**src/rtl/i2c_cond_pkg.sv**
```systemverilog
package i2c_cond_pkg;

   typedef enum logic [1:0] {
      OP_NONE   = 2'd0,
      OP_START  = 2'd1,
      OP_RSTART = 2'd2,
      OP_STOP   = 2'd3
   } cond_op_e;

   // One phase of a generated waveform: pin pull-downs and end marker
   typedef struct packed {
      logic scl_oe;
      logic sda_oe;
      logic last;
   } gen_step_t;

   function automatic gen_step_t step_of(cond_op_e op, logic [1:0] idx);
      gen_step_t s;
      s = '{scl_oe: 1'b0, sda_oe: 1'b0, last: 1'b1};
      unique case (op)
         OP_START: begin
            case (idx)
               2'd0:    s = '{scl_oe: 1'b0, sda_oe: 1'b1, last: 1'b0};
               default: s = '{scl_oe: 1'b1, sda_oe: 1'b1, last: 1'b1};
            endcase
         end
         OP_STOP: begin
            case (idx)
               2'd0:    s = '{scl_oe: 1'b1, sda_oe: 1'b1, last: 1'b0};
               2'd1:    s = '{scl_oe: 1'b0, sda_oe: 1'b1, last: 1'b0};
               default: s = '{scl_oe: 1'b0, sda_oe: 1'b0, last: 1'b1};
            endcase
         end
         OP_RSTART: begin
            case (idx)
               2'd0:    s = '{scl_oe: 1'b1, sda_oe: 1'b0, last: 1'b0};
               2'd1:    s = '{scl_oe: 1'b0, sda_oe: 1'b0, last: 1'b0};
               2'd2:    s = '{scl_oe: 1'b0, sda_oe: 1'b1, last: 1'b0};
               default: s = '{scl_oe: 1'b1, sda_oe: 1'b1, last: 1'b1};
            endcase
         end
         default: s = '{scl_oe: 1'b0, sda_oe: 1'b0, last: 1'b1};
      endcase
      return s;
   endfunction

   function automatic logic [2:0] op_mask(cond_op_e op);
      logic [2:0] m;
      case (op)
         OP_START:  m = 3'b001;
         OP_RSTART: m = 3'b010;
         OP_STOP:   m = 3'b100;
         default:   m = 3'b000;
      endcase
      return m;
   endfunction

endpackage

```
**src/rtl/cond_sync.sv**
```systemverilog
module cond_sync #(
   parameter int WIDTH   = 2,
   parameter int STAGES  = 2,
   parameter logic RST_VAL = 1'b1
) (
   input  logic             clk,
   input  logic             rst_n,
   input  logic [WIDTH-1:0] d,
   output logic [WIDTH-1:0] q
);

   generate
      if (STAGES < 1) begin : g_bad
         $error("cond_sync: STAGES must be at least 1");
      end
   endgenerate

   logic [WIDTH-1:0] chain [STAGES];

   genvar gi;
   generate
      for (gi = 0; gi < STAGES; gi++) begin : g_stage
         if (gi == 0) begin : g_first
            always_ff @(posedge clk or negedge rst_n) begin
               if (!rst_n) chain[gi] <= {WIDTH{RST_VAL}};
               else        chain[gi] <= d;
            end
         end else begin : g_rest
            always_ff @(posedge clk or negedge rst_n) begin
               if (!rst_n) chain[gi] <= {WIDTH{RST_VAL}};
               else        chain[gi] <= chain[gi-1];
            end
         end
      end
   endgenerate

   assign q = chain[STAGES-1];

endmodule

```
**src/rtl/cond_detect.sv**
```systemverilog
module cond_detect #(
   parameter int CNT_W = 4,
   parameter int SAT   = 7
) (
   input  logic             clk,
   input  logic             rst_n,
   input  logic             tick,
   input  logic             scl,
   input  logic             sda,
   input  logic [CNT_W-1:0] thr,
   output logic             irq,
   output logic             busy
);

   localparam logic [CNT_W-1:0] SAT_V = CNT_W'(SAT);

   logic             sda_q;
   logic [CNT_W-1:0] hi_cnt;
   logic             hold_act;
   logic             hold_start;
   logic [CNT_W-1:0] hold_cnt;
   logic             sda_edge;
   logic             setup_ok;

   assign sda_edge = tick && (sda != sda_q);
   assign setup_ok = scl && (hi_cnt > thr);

   always_ff @(posedge clk or negedge rst_n) begin
      if (!rst_n) begin
         sda_q      <= 1'b1;
         hi_cnt     <= '0;
         hold_act   <= 1'b0;
         hold_start <= 1'b0;
         hold_cnt   <= '0;
         irq        <= 1'b0;
         busy       <= 1'b0;
      end else begin
         irq <= 1'b0;
         if (tick) begin
            sda_q <= sda;
            if (!scl)                hi_cnt <= '0;
            else if (hi_cnt != SAT_V) hi_cnt <= hi_cnt + 1'b1;

            if (sda_edge) begin
               if (setup_ok) begin
                  hold_act   <= 1'b1;
                  hold_start <= ~sda;
                  hold_cnt   <= '0;
               end else begin
                  hold_act   <= 1'b0;
               end
            end else if (hold_act) begin
               if (!scl) begin
                  hold_act <= 1'b0;
               end else if (hold_cnt == thr) begin
                  hold_act <= 1'b0;
                  irq      <= 1'b1;
                  busy     <= hold_start;
               end else begin
                  hold_cnt <= hold_cnt + 1'b1;
               end
            end
         end
      end
   end

   // the shared event is a single-clock pulse
   a_r1_irq_one_cycle: assert property (@(posedge clk) disable iff (!rst_n)
      irq |=> !irq);

   // the busy flag only moves together with a reported event
   a_r2_busy_moves_with_irq: assert property (@(posedge clk) disable iff (!rst_n)
      !$stable(busy) |-> irq);

   // a candidate is only armed when the setup count was exceeded
   a_r3_setup_met: assert property (@(posedge clk) disable iff (!rst_n)
      $rose(hold_act) |-> $past(hi_cnt > thr));

   // an event is only confirmed with the clock line still high
   a_r4_confirm_scl_high: assert property (@(posedge clk) disable iff (!rst_n)
      irq |-> $past(scl));

endmodule

```
**src/rtl/cond_gen.sv**
```systemverilog
module cond_gen
   import i2c_cond_pkg::*;
#(
   parameter int CNT_W = 4
) (
   input  logic             clk,
   input  logic             rst_n,
   input  logic             tick,
   input  logic             out_sel,
   input  logic [CNT_W-1:0] thr,
   input  logic [2:0]       req,
   output logic             scl_oe,
   output logic             sda_oe,
   output logic             done,
   output logic [2:0]       clr
);

   cond_op_e   pick;
   cond_op_e   op;
   logic       run;
   logic [1:0] idx;
   logic [CNT_W-1:0] cnt;
   gen_step_t  drv;
   gen_step_t  first;
   gen_step_t  nxt;
   logic [CNT_W-1:0] phase_end;

   // fixed service order stop > repeated start > start
   always_comb begin
      if (req[2])      pick = OP_STOP;
      else if (req[1]) pick = OP_RSTART;
      else if (req[0]) pick = OP_START;
      else             pick = OP_NONE;
   end

   assign first     = step_of(pick, 2'd0);
   assign nxt       = step_of(op, idx + 2'd1);
   assign phase_end = thr + CNT_W'(1);

   always_ff @(posedge clk or negedge rst_n) begin
      if (!rst_n) begin
         op   <= OP_NONE;
         run  <= 1'b0;
         idx  <= '0;
         cnt  <= '0;
         drv  <= '{scl_oe: 1'b0, sda_oe: 1'b0, last: 1'b1};
         done <= 1'b0;
      end else begin
         done <= 1'b0;
         if (!run) begin
            if (tick && out_sel && pick != OP_NONE) begin
               op  <= pick;
               idx <= '0;
               cnt <= '0;
               run <= 1'b1;
               drv <= first;
            end
         end else if (tick && out_sel) begin
            if (cnt == phase_end) begin
               cnt <= '0;
               if (drv.last) begin
                  run  <= 1'b0;
                  done <= 1'b1;
               end else begin
                  idx <= idx + 2'd1;
                  drv <= nxt;
               end
            end else begin
               cnt <= cnt + 1'b1;
            end
         end
      end
   end

   assign scl_oe = drv.scl_oe;
   assign sda_oe = drv.sda_oe;
   assign clr    = done ? op_mask(op) : 3'b000;

   // completion is a single-clock pulse
   a_r11_done_one_cycle: assert property (@(posedge clk) disable iff (!rst_n)
      done |=> !done);

   // without pin ownership the generator stays frozen
   a_r6_frozen_without_sel: assert property (@(posedge clk) disable iff (!rst_n)
      !out_sel |=> $stable({run, scl_oe, sda_oe}));

   // a running operation never changes kind
   a_r7_op_stable: assert property (@(posedge clk) disable iff (!rst_n)
      (run && $past(run)) |-> $stable(op));

   // a generated start pulls SCL only with SDA already low
   a_r8_start_sda_first: assert property (@(posedge clk) disable iff (!rst_n)
      ($rose(scl_oe) && op == OP_START) |-> (sda_oe && $past(sda_oe)));

endmodule

```
**src/rtl/i2c_cond_unit.sv**
```systemverilog
module i2c_cond_unit #(
   parameter int SEL_W       = 3,
   parameter int MIN_THR     = 3,
   parameter int MAX_THR     = 6,
   parameter int SYNC_STAGES = 2
) (
   input  logic             clk,
   input  logic             rst_n,
   input  logic             tick,
   input  logic             scl_in,
   input  logic             sda_in,
   input  logic [SEL_W-1:0] thr_sel,
   input  logic             req_start_set,
   input  logic             req_rstart_set,
   input  logic             req_stop_set,
   input  logic             out_sel,
   input  logic             ser_scl_oe,
   input  logic             ser_sda_oe,
   output logic             scl_oe,
   output logic             sda_oe,
   output logic             cond_irq,
   output logic             bus_busy,
   output logic             gen_done,
   output logic [2:0]       req_pend
);

   localparam int CNT_W = $clog2(MAX_THR + 3);
   localparam int SAT   = MAX_THR + 1;

   generate
      if (MIN_THR < 1 || MIN_THR > MAX_THR) begin : g_bad_thr
         $error("i2c_cond_unit: threshold range is empty");
      end
      if (SYNC_STAGES < 2) begin : g_bad_sync
         $error("i2c_cond_unit: at least two synchroniser stages required");
      end
   endgenerate

   logic [1:0]       line_s;
   logic [CNT_W-1:0] thr_eff;
   logic [2:0]       req_q;
   logic [2:0]       clr;
   logic             g_scl_oe;
   logic             g_sda_oe;

   // clamp the programmed threshold
   always_comb begin
      if (int'(thr_sel) < MIN_THR)      thr_eff = CNT_W'(MIN_THR);
      else if (int'(thr_sel) > MAX_THR) thr_eff = CNT_W'(MAX_THR);
      else                              thr_eff = CNT_W'(thr_sel);
   end

   cond_sync #(.WIDTH(2), .STAGES(SYNC_STAGES), .RST_VAL(1'b1)) u_sync (
      .clk   (clk),
      .rst_n (rst_n),
      .d     ({scl_in, sda_in}),
      .q     (line_s)
   );

   cond_detect #(.CNT_W(CNT_W), .SAT(SAT)) u_detect (
      .clk   (clk),
      .rst_n (rst_n),
      .tick  (tick),
      .scl   (line_s[1]),
      .sda   (line_s[0]),
      .thr   (thr_eff),
      .irq   (cond_irq),
      .busy  (bus_busy)
   );

   // pending request bits, set by pulses, cleared on completion
   always_ff @(posedge clk or negedge rst_n) begin
      if (!rst_n) req_q <= '0;
      else        req_q <= (req_q & ~clr) | {req_stop_set, req_rstart_set, req_start_set};
   end

   cond_gen #(.CNT_W(CNT_W)) u_gen (
      .clk     (clk),
      .rst_n   (rst_n),
      .tick    (tick),
      .out_sel (out_sel),
      .thr     (thr_eff),
      .req     (req_q & ~clr),
      .scl_oe  (g_scl_oe),
      .sda_oe  (g_sda_oe),
      .done    (gen_done),
      .clr     (clr)
   );

   assign scl_oe   = out_sel ? g_scl_oe : ser_scl_oe;
   assign sda_oe   = out_sel ? g_sda_oe : ser_sda_oe;
   assign req_pend = req_q;

endmodule

```
**config.mk**
```make
export PLATFORM = sky130hd
export DESIGN_NAME = i2c_cond_unit
export DESIGN_NICKNAME = d
export VERILOG_FILES = /design/src/rtl/i2c_cond_pkg.sv /design/src/rtl/cond_sync.sv /design/src/rtl/cond_detect.sv /design/src/rtl/cond_gen.sv /design/src/rtl/i2c_cond_unit.sv
export SDC_FILE = /design/constraint.sdc
export NUM_CORES = 1
export LEC_CHECK = 0
export BUFFER_PORTS_ARGS = -buffer_cell sky130_fd_sc_hd__buf_2
export CAP_MARGIN = 25
export CORE_MARGIN = 8
export CORE_UTILIZATION = 30
export DETAILED_ROUTE_END_ITERATION = 8
export GPL_TIMING_DRIVEN = 0
export PLACE_DENSITY = 0.48
export SETUP_SLACK_MARGIN = 0.1
export SLEW_MARGIN = 25
export SYNTH_ARGS = -nofsm -noshare
export SYNTH_HDL_FRONTEND = slang
export SYNTH_SLANG_ARGS = --single-unit
```
**constraint.sdc**
```tcl
create_clock -name clk -period 2.07 [get_ports clk]
set_input_delay 0.414 -clock clk [delete_from_list [all_inputs] [get_ports clk]]
set_output_delay 0.414 -clock clk [all_outputs]
set_load 0.05 [all_outputs]
```
==> results.md <==
Setup path:
- The worst register-to-register path ends at u_gen.op[0].
- The startpoint of the lowest-slack register-to-register path is req_pend[2].
- The cell family contributing the most delay on the critical path is simple AND/OR/NAND/NOR gates.
- The worst setup path is launched from a flip-flop.
- Setup slack on the worst reg-to-reg path comes out at between 90 and 100 ps.
- The worst-case reg-to-reg path depth is 6.
- The setup path with the least slack is of type reg2reg.
- Walking the worst path, the cells encountered are buf_6 -> or4b_4 -> o32a_4 -> o311ai_4 -> buf_4 -> mux2_1.
- The buffering stage count on the worst path with inverters included is 2.
- Along the worst path, the maximum fanout reaches 4.
- The worst endpoint required time is 2240 ps.
- The endpoint of the worst setup timing path is u_gen.op[0].
- The slowest stage of the critical path belongs to the cell sky130_fd_sc_hd__or4b_4.
- The most critical setup path has its startpoint at req_pend[2].
- The delay contributed by the slowest stage of the critical path is approximately 510 ps.
- The critical path depth is 6.
- The kind of capture point of the worst setup path is a flip-flop.
- The endpoint arrival time on the critical path is between 2000 and 2500 ps.

Cells and area:
- Of the cells placed in the final design, the portion with a size suffix greater than 1 is 0.297.
- The area growth from synthesis to layout is 27.0%.
- The utilization after layout is 0.391.
- The net count of the finished layout is ~260.
- 0 antenna diodes ended up in the layout.

STA:
- The total count of hold-check failures in the final report is 0.
- At the pin with the least slew margin, the transition time is around 730 ps.
- The hold slack is roughly 190 ps.
- Setup violations remaining at the end of the flow were counted as 0.
- Setup repair after global routing could not meet its margin everywhere.
- The final period utilization is 0.954.
- After layout, the minimum clock period comes to about 2000 ps.
- The number of pins exceeding their max-slew limit in the final report came to 0.
- Between clock sinks in the finished design, the worst skew comes to 7.15 ps.
- The worst relative slew slack is 0.512.
- The maximum clock rate is ~500 MHz.

Die:
- The number of top-level design ports is 22.
- The die area is between 9000 and 10000 µm².
- The placeable core region is between 6000 and 7000 µm².
- The die span in y is approximately 96 µm.
- From left edge to right edge, the die measures around 96 µm.
- The initial standard-cell utilization of the core is 0.308.
- The standard-cell row count is 29.

Clock tree:
- After clock tree synthesis, the clock-pin slew on the worst setup and hold paths is approximately 70 ps.
- The number of clock sinks seen by CTS is 33.
- The total number of H-tree levels is 2.
- At the later pin of the worst-skew pair, clock insertion delay measures between 200 and 300 ps.
- The longest clock path from root to sink contains 2 buffers.
- Clock tree synthesis inserted a total of 5 buffers.
- After clock tree synthesis, the flow added hold-fix buffers numbering 0.
- The CTS tree is yes.
- CTS placed an instance of sky130_fd_sc_hd__clkbuf_8 at the clock tree root.

Synth:
- Yosys mapped a number of flops with a built-in enable equal to 0.
- The share of synthesized area in the top cell type comes to 0.350.
- The netlist area before placement is 1930 µm².
- The number of nets in the synthesized netlist is roughly 220.
- Yosys attributes the largest share of cell area to sky130_fd_sc_hd__dfrtp_1 35%, sky130_fd_sc_hd__dfstp_2 8.2%, sky130_fd_sc_hd__ha_1 6.5%, sky130_fd_sc_hd__nand2_1 4.1%, sky130_fd_sc_hd__nand3_1 3.4%.
- The fraction of the yosys area taken by sequential cells is 0.432.
- Of all cell types, the one taking the most synthesized area is sky130_fd_sc_hd__dfrtp_1.
- By count the netlist is led by 27 x sky130_fd_sc_hd__dfrtp_1, 21 x sky130_fd_sc_hd__nand2_1, 14 x sky130_fd_sc_hd__inv_1.
- Synthesis produced a netlist whose cell count is slightly below 200.
- The share of flip-flops with an asynchronous set or reset after synthesis is 1.00.
- The total of warnings raised by yosys is 0.
- The flip-flop cell with the highest count after synthesis is sky130_fd_sc_hd__dfrtp_1.
- Dividing the synthesized area by the synthesized cell count gives between 9 and 10 µm².
- The count of cell types in the netlist is 50.
- sky130_fd_sc_hd__dfrtp_1 is the most common cell in the netlist.
- The synthesized flop and latch total is 33.

GRT:
- The initial antenna violation count is 0.
- The maximum number of pins on one net before global-route repair is 34.
- The number of global-route vias before repair is 1541.
- The aggregate global-route resource usage is 0.0990.
- The first global-routing pass estimated 7170 µm of wire.
- The total overflow left after global routing is 0.

Routing:
- The number of vias after detailed routing is about 1500.
- The DRC violation count after routing is 0.
- The count of nets left with antenna violations once routing finished came out at 0.
- Using the TritonRoute via totals, the vias-per-cell ratio works out to approximately 4.8.
- The average detailed-routed wire length per instance is about 13 µm.
- The number of search-and-repair iterations in the first detailed-routing pass is 4.
- The first routing iteration left 30 violations.
- The routed design has roughly 4000 µm of wire.

Job:
- Max-cap violations in this run came to 0.

Hold path:
- The min-delay analysis places its worst path in the category in2async.

Pwr:
- In this run the static leakage power is around 1.1 nW.
- Power spread over the standard cell area amounts to 957 nW/µm².
- Summing internal, switching and leakage power gives between 2 and 2.5 mW.
- Across the VDD grid, the largest voltage drop is 0.000441 V.

Place:
- At the end of routability-driven placement, the weighted congestion stood at around 0.72.
- During placement, the flow inserted port buffers numbering 21.
- The total half-perimeter wirelength after legalization and detailed placement is between 2000 and 3000 µm.

Outcome:
- The run finished with clean final reports.
==> per-stage QoR <==
stage               area [µm²]  worst slack [ps]  std cells  TNS (ps)
finish                    2450              94.6        316         0
global route              2450              41.0        316         0
CTS                       2380              85.4        310         0
detailed placement        2160              -310        295     -3000
global placement          2160              -321        295     -2800
floorplan                 1960             -23.0        197     -46.0
==> power by group <==
group,internal [mW],switching (mW)
Clock,0.271,0.228
Combinational,0.424,0.448
Sequential,0.798,0.178
Total,1.49,0.854
==> worst register-to-register path, cell delays in order, from the launching register on <==
cell and delay [ps]:
sky130_fd_sc_hd__dfrtp_2 400, sky130_fd_sc_hd__buf_6 120, sky130_fd_sc_hd__or4b_4 510, sky130_fd_sc_hd__o32a_4 220, sky130_fd_sc_hd__o311ai_4 120, sky130_fd_sc_hd__buf_4 180, sky130_fd_sc_hd__mux2_1 300
==> layout make-up <==
class	count	area, µm²
Buffer	5	27.5
Clock buffer	8	90.1
Fill cell	657	3820
Inverter	14	52.6
Multi-Input combinational cell	145	1130
Sequential cell	33	836
Tap cell	77	96.3
Timing Repair Buffer	34	219
==> routing by layer <==
metal / share of wire / wire length, µm / GRT usage / vias up
li1: - / - / - / 783
met5: 0 / 0 / 0 / -
met2: 0.47 / 1890 / 0.148 / 20
met3: 0.021 / 84 / 0.0257 / 6
met4: 0.020 / 79 / 0.0525 / 0
met1: 0.49 / 1990 / 0.128 / 692
==> worst min path at each step <==
stage / start / endpoint / slack, ps
6_report: rst_n / u_gen.idx[1] / 190
5_1_grt: sda_in / u_sync.chain[2] / 210
4_1_cts: scl_in / u_sync.chain[3] / 220
3_5_place_dp: u_sync.chain[2] / u_sync.q[0] / 350
3_3_place_gp: u_sync.chain[2] / u_sync.q[0] / 350
2_1_floorplan: rst_n / req_pend[0] / 120
==> logic make-up after synthesis <==
group | synth area share
and+or+nand+nor | 0.200
adders and majority gates | 0.0648
muxes | 0.0674
AOI/OAI and AO/OA | 0.168
buffers and inverters | 0.0408
DFF | 0.432
xor gates and xnor gates | 0.0272
==> flip-flops by register name, indices dropped and copies added (netlist names), 2 cells and up <==
| register | cells |
|---|---|
| u_detect.hi_cnt | 4 |
| u_detect.hold_cnt | 4 |
| u_gen.cnt | 4 |
| req_pend | 3 |
| u_gen.idx | 2 |
| u_gen.op | 2 |
| u_sync.chain | 2 |
| u_sync.q | 2 |
==> placed cells by master, fill, tap and decap left out, drive strengths merged, types with 2 or more instances in the layout <==
master	n
o22ai	3
xor2	3
nand2b	7
and2	2
ha	10
nor3b	2
or3	2
buf	34
nor2b	5
o21bai	2
dfstp	6
dfrtp	27
xnor2	3
nand2	21
nor4b	2
and4	2
a21oi	8
o31ai	3
nor2	9
nand3	13
mux2i	4
o21ai	14
clkbuf	13
and3	2
inv	14
nand4	2
o311ai	3
mux2	8
==> repair_timing <==
item,4_1_cts,5_1_grt
setup buffers,7,6
pin swaps,5,5
gates resized for setup,16,8
setup endpoints to repair,7,10
No activity file was read; power rests on OpenSTA's default activity.
